==> config.mk <==
export PLATFORM = sky130hd
export DESIGN_NAME = pcs_tx_coder
export DESIGN_NICKNAME = d
export VERILOG_FILES = /design/src/rtl/pcs_tx_pkg.sv /design/src/rtl/pcs_nib_enc.sv /design/src/rtl/pcs_tx_seq.sv /design/src/rtl/pcs_tx_coder.sv
export SDC_FILE = /design/constraint.sdc
export NUM_CORES = 1
export LEC_CHECK = 0
export ABC_CLOCK_PERIOD_IN_PS = 1200
export BUFFER_PORTS_ARGS = -buffer_cell sky130_fd_sc_hd__buf_4
export CAP_MARGIN = 20
export CORE_AREA = 2 2 43 45
export DETAILED_ROUTE_END_ITERATION = 7
export DIE_AREA = 0 0 45 47
export HOLD_SLACK_MARGIN = 0.08
export PLACE_DENSITY = 0.52
export SYNTH_ARGS = -nofsm -noshare
export SYNTH_HDL_FRONTEND = slang
export SYNTH_SLANG_ARGS = --single-unit
==> constraint.sdc <==
create_clock -name clk -period 1.2 [get_ports clk]
set_clock_uncertainty 0.05 [all_clocks]
set_input_delay 0.12 -clock clk [delete_from_list [all_inputs] [get_ports clk]]
set_output_delay 0.12 -clock clk [all_outputs]
set_load 0.01 [all_outputs]
==> src/rtl/pcs_tx_pkg.sv <==
package pcs_tx_pkg;
    localparam int NIB_W = 4;
    localparam int CG_W  = NIB_W + 1;

    typedef logic [NIB_W-1:0] nib_t;
    typedef logic [CG_W-1:0]  cg_t;

    localparam cg_t CG_IDLE = 5'b11111;
    localparam cg_t CG_J    = 5'b11000;
    localparam cg_t CG_K    = 5'b10001;
    localparam cg_t CG_T    = 5'b01101;
    localparam cg_t CG_R    = 5'b00111;
    localparam cg_t CG_HALT = 5'b00100;

    typedef enum logic [2:0] {
        ST_IDLE,
        ST_K,
        ST_DATA,
        ST_T,
        ST_R
    } fstate_e;

    typedef enum logic [2:0] {
        SEL_IDLE,
        SEL_J,
        SEL_K,
        SEL_T,
        SEL_R,
        SEL_HALT,
        SEL_DATA,
        SEL_RAW
    } sel_e;
endpackage

==> src/rtl/pcs_nib_enc.sv <==
module pcs_nib_enc
    import pcs_tx_pkg::*;
(
    input  nib_t nib_i,
    output cg_t  code_o
);
    always_comb begin
        unique case (nib_i)
            4'h0: code_o = 5'b11110;
            4'h1: code_o = 5'b01001;
            4'h2: code_o = 5'b10100;
            4'h3: code_o = 5'b10101;
            4'h4: code_o = 5'b01010;
            4'h5: code_o = 5'b01011;
            4'h6: code_o = 5'b01110;
            4'h7: code_o = 5'b01111;
            4'h8: code_o = 5'b10010;
            4'h9: code_o = 5'b10011;
            4'hA: code_o = 5'b10110;
            4'hB: code_o = 5'b10111;
            4'hC: code_o = 5'b11010;
            4'hD: code_o = 5'b11011;
            4'hE: code_o = 5'b11100;
            default: code_o = 5'b11101;
        endcase
    end
endmodule

==> src/rtl/pcs_tx_seq.sv <==
module pcs_tx_seq
    import pcs_tx_pkg::*;
(
    input  logic clk,
    input  logic rst_n,
    input  logic fast_i,
    input  logic en_i,
    input  logic er_i,
    output sel_e sel_o
);
    typedef struct packed {
        fstate_e st;
    } seq_s;

    seq_s seq_d, seq_q;

    always_comb begin
        seq_d = seq_q;
        sel_o = SEL_IDLE;
        if (!fast_i) begin
            sel_o    = SEL_RAW;
            seq_d.st = ST_IDLE;
        end else begin
            unique case (seq_q.st)
                ST_IDLE: begin
                    if (en_i) begin
                        sel_o    = SEL_J;
                        seq_d.st = ST_K;
                    end
                end
                ST_K: begin
                    sel_o    = SEL_K;
                    seq_d.st = en_i ? ST_DATA : ST_T;
                end
                ST_DATA: begin
                    if (en_i) begin
                        sel_o = er_i ? SEL_HALT : SEL_DATA;
                    end else begin
                        sel_o    = SEL_T;
                        seq_d.st = ST_R;
                    end
                end
                ST_T: begin
                    sel_o    = SEL_T;
                    seq_d.st = ST_R;
                end
                default: begin
                    sel_o    = SEL_R;
                    seq_d.st = ST_IDLE;
                end
            endcase
        end
    end

    always_ff @(posedge clk) begin
        if (!rst_n) begin
            seq_q.st <= ST_IDLE;
        end else begin
            seq_q <= seq_d;
        end
    end

    // a pending T is always followed by R while in coded mode
    p_t_before_r_r6: assert property (@(posedge clk) disable iff (!rst_n)
        (seq_q.st == ST_T && fast_i) |=> (seq_q.st == ST_R));

    // bypass mode abandons any frame in progress
    p_slow_resets_frame_r9: assert property (@(posedge clk) disable iff (!rst_n)
        (!fast_i) |=> (seq_q.st == ST_IDLE));
endmodule

==> src/rtl/pcs_tx_coder.sv <==
module pcs_tx_coder
    import pcs_tx_pkg::*;
(
    input  logic             clk,
    input  logic             rst_n,
    input  logic             fast_mode_i,
    input  logic             tx_en_i,
    input  logic             tx_er_i,
    input  logic [NIB_W-1:0] nib_i,
    output logic [CG_W-1:0]  cg_o
);
    typedef struct packed {
        cg_t cg;
    } out_s;

    out_s out_d, out_q;
    sel_e sel;
    cg_t  data_cg;

    pcs_tx_seq u_seq (
        .clk    (clk),
        .rst_n  (rst_n),
        .fast_i (fast_mode_i),
        .en_i   (tx_en_i),
        .er_i   (tx_er_i),
        .sel_o  (sel)
    );

    pcs_nib_enc u_enc (
        .nib_i  (nib_i),
        .code_o (data_cg)
    );

    always_comb begin
        out_d = out_q;
        unique case (sel)
            SEL_J:    out_d.cg = CG_J;
            SEL_K:    out_d.cg = CG_K;
            SEL_T:    out_d.cg = CG_T;
            SEL_R:    out_d.cg = CG_R;
            SEL_HALT: out_d.cg = CG_HALT;
            SEL_DATA: out_d.cg = data_cg;
            SEL_RAW:  out_d.cg = {1'b0, nib_i};
            default:  out_d.cg = CG_IDLE;
        endcase
    end

    always_ff @(posedge clk) begin
        if (!rst_n) begin
            out_q.cg <= CG_IDLE;
        end else begin
            out_q <= out_d;
        end
    end

    assign cg_o = out_q.cg;

    // Mode that produced the code-group currently on cg_o
    logic mode_prev_q;
    always_ff @(posedge clk) begin
        if (!rst_n) mode_prev_q <= 1'b1;
        else        mode_prev_q <= fast_mode_i;
    end

    // quiet line stays idle
    p_quiet_idle_r1: assert property (@(posedge clk) disable iff (!rst_n)
        (mode_prev_q && fast_mode_i && !tx_en_i && cg_o == CG_IDLE) |=> (cg_o == CG_IDLE));

    // J is always followed by K in coded mode
    p_j_then_k_r3: assert property (@(posedge clk) disable iff (!rst_n)
        (cg_o == CG_J && fast_mode_i) |=> (cg_o == CG_K));

    // T is always followed by R in coded mode
    p_t_then_r_r6: assert property (@(posedge clk) disable iff (!rst_n)
        (cg_o == CG_T && mode_prev_q && fast_mode_i) |=> (cg_o == CG_R));

    // after R only IDLE or a fresh J may follow
    p_r_then_idle_or_j_r8: assert property (@(posedge clk) disable iff (!rst_n)
        (cg_o == CG_R && mode_prev_q && fast_mode_i) |=> (cg_o == CG_IDLE || cg_o == CG_J));

    // bypass passes the nibble straight through
    p_raw_pass_r9: assert property (@(posedge clk) disable iff (!rst_n)
        (!fast_mode_i) |=> (cg_o == {1'b0, $past(nib_i)}));
endmodule

==> impl_metrics.yaml <==
status:
  status: "completed"
drt:
  routed-via-count: 411
  routed_wl_um: 942
  drtAntennaViolNets: 0
  drt-pass1-iter-count: 4
  route.detailed.wl_per_inst_um: 11.1
  drc: 0
  vias_per_cell: 4.84
  drtIter0Drc: 2
setup_path:
  r2r_start: "u_seq.seq_q[0]$_SDFFE_PN0P_"
  timing.critical_path.slowest_stage_cell: "dfxtp_2"
  rrSetupSlack_ns: 0.06
  endpoint_kind: "flop"
  slowest_delay_ns: 0.36
  cp_cell_sequence: "nor2b_1 > a31o_1 > a221oi_2 > nand3_1"
  r2r_cells: 4
  critPathMaxFanout: 5
  critical_path_required_ns: 1.29
  cp-start-kind: "flop"
  arrival_ns: 1.23
  worstSetupPathType: "reg -> reg"
  startpoint: "u_seq.seq_q[0]$_SDFFE_PN0P_"
final_layout:
  fin_cells: 85
  num_antenna_cells: 0
  synthToLayoutAreaGrowth_pct: 48.6
  final_nets: 79
  drive_above_1_share: 0.382
  fillers: 186
  post-route-util: 0.359
synth:
  synth_top_cell_by_area: "dfxtp_1"
  synth.distinct_cells: 22
  synth_top_area_frac: 0.401
  syn-num-nets: 57
  ys.warnings.count: 0
  ys_seq_elements: 8
  ys_seq_area_frac: 0.401
  synth_area_leaders: "dfxtp_1 (40%), o21ai_0 (6.3%), a21oi_1 (5.0%)"
  synth_area_sq_um: 399
  yosysMostFrequentCell: "dfxtp_1"
  synth_ff_type: "dfxtp_1"
  synth_common_cells: "dfxtp_1 (8), o21ai_0 (5), a21oi_1 (4), nor3_1 (4)"
  avgSynthCellArea_sq_um: 8.32
  async_reset_ff_frac: 0
  synth-edff-count: 0
  synth_cells: 48
clocking:
  htreeDepth: 1
  cts-root-buf: "clkbuf_4"
  cts_setup_buffers: 0
  numCtsBuffers: 3
  numClockSinks: 8
  clockBufferDepth: 2
  insertion_delay_ns: 0.25
  cts.reportedPaths.clkPinSlew_ns: 0.05
  cts_tree: "yes"
timing:
  tightest_slew_ns: 0.267
  slew_violations: 0
  setup_ws_ns: 0.0559
  hold_viol_final: 0
  finalSetupViolations: 0
  max_slew_margin: 0.821
  fmax_mhz: 874
  finalCritPeriodShare: 0.953
  fin_tns_setup_ns: 0
  rsz0062_at_grt: "true"
  fin_crit_ns: 1.14
global_route:
  antenna_found_initial: 0
  grt_max_degree: 9
  grt_pass1_wl_um: 1430
  grt_overflow: 0
  grt_pass1_vias: 340
  grt_use_total: 0.101
power:
  p_per_area_mw_per_mm2: 1040
  p_leak_nw: 0.243
  peakVddDrop_mv: 0.653
  power_mw: 0.614
worst_hold_path:
  min_delay_path_depth: 3
  hp-class: "in -> reg"
  hold_path_startpoint: "nib_i[1]"
placed_design:
  numPortBuffers: 13
  place_ws_ns: 0.0303
  gp_congestion: 0.739
  place_inst: 81
  hpwlAfterDp_um: 739
die:
  rows: 15
  die_y_um: 47
  core_area_sq_mm: 0.00165
  die-area_sq_mm: 0.00212
  start_util: 0.242
  ios: 14
  die_x_um: 45
job:
  maxCapViolCount: 0
[metrics by stage]
step	area, sq um	hold WS (ns)
CTS	576	0.0850
global route	593	0.109
detailed placement	543	0.294
global placement	543	0.296
floorplan	399	0.142
finish	593	0.0967
[flip-flops by register name, indices dropped and copies added, names as in the netlist]
signal and count:
cg_o 5, u_seq.seq_q 3
[kinds of logic after synthesis]
| family | Yosys count | synth area share |
|---|---|---|
| and+or+nand+nor | 20 | 0.273 |
| AOI/OAI and AO/OA | 16 | 0.273 |
| DFF | 8 | 0.401 |
| buffers and inverters | 3 | 0.0313 |
| xor gates and xnor gates | 1 | 0.0219 |
[area by class of cell]
type	instances	area (sq um)	area share
Clock buffer	3	22.5	0.0380
Inverter	2	7.51	0.0127
Multi-Input combinational cell	37	243	0.409
Sequential cell	8	161	0.272
Tap cell	17	21.3	0.0359
Timing Repair Buffer	18	138	0.232
[routing by layer]
metal / part of all wire / global-route usage
met5: 0 / 0
met2: 0.45 / 0.146
met4: 0.0096 / 0.0529
met1: 0.44 / 0.118
met3: 0.097 / 0.0577
[critical path, delay by kind of cell (launching register included)]
| kind | cells | cell delay, ns |
|---|---|---|
| AND/OR/NAND/NOR | 2 | 0.18 |
| flip-flops | 1 | 0.36 |
| AO/OA/AOI/OAI | 2 | 0.44 |
[timing repair]
item / in CTS / in global routing
endpoints found under the setup margin: 0 / 5
hold buffers: 1 / 0
endpoints found under the hold margin: 3 / 0
resized for setup: 0 / 9
[placed cells by master, fill, tap and decap left out, types with 2 or more instances in the layout]
cell / Yosys / layout
dfxtp_1: 8 / 7
o211ai_1: 2 / 2
o21ai_1: 0 / 4
nand3_1: 2 / 2
inv_1: 2 / 2
a21oi_1: 4 / 4
buf_4: 0 / 17
nand2_1: 3 / 3
clkbuf_4: 0 / 3
nor2b_1: 3 / 2
nor2_1: 3 / 3
nor3_1: 4 / 3
[path summary, 6_finish.rpt]
| check | endpoint |
|---|---|
| worst max register to register | cg_o[2]$_SDFF_PN1_ |
| worst min-delay path | cg_o[2]$_SDFF_PN1_ |
| worst min register to register | u_seq.seq_q[0]$_SDFFE_PN0P_ |
| worst max-delay path | cg_o[2]$_SDFF_PN1_ |
[where the power goes]
| group | switching, mW | total (mW) | leakage (nW) | internal (mW) |
|---|---|---|---|---|
| Clock | 0.0877 | 0.202 | 0.0138 | 0.114 |
| Sequential | 0.00585 | 0.287 | 0.0666 | 0.281 |
| Combinational | 0.0604 | 0.125 | 0.162 | 0.0647 |
Power figures use the tool's default switching activity.
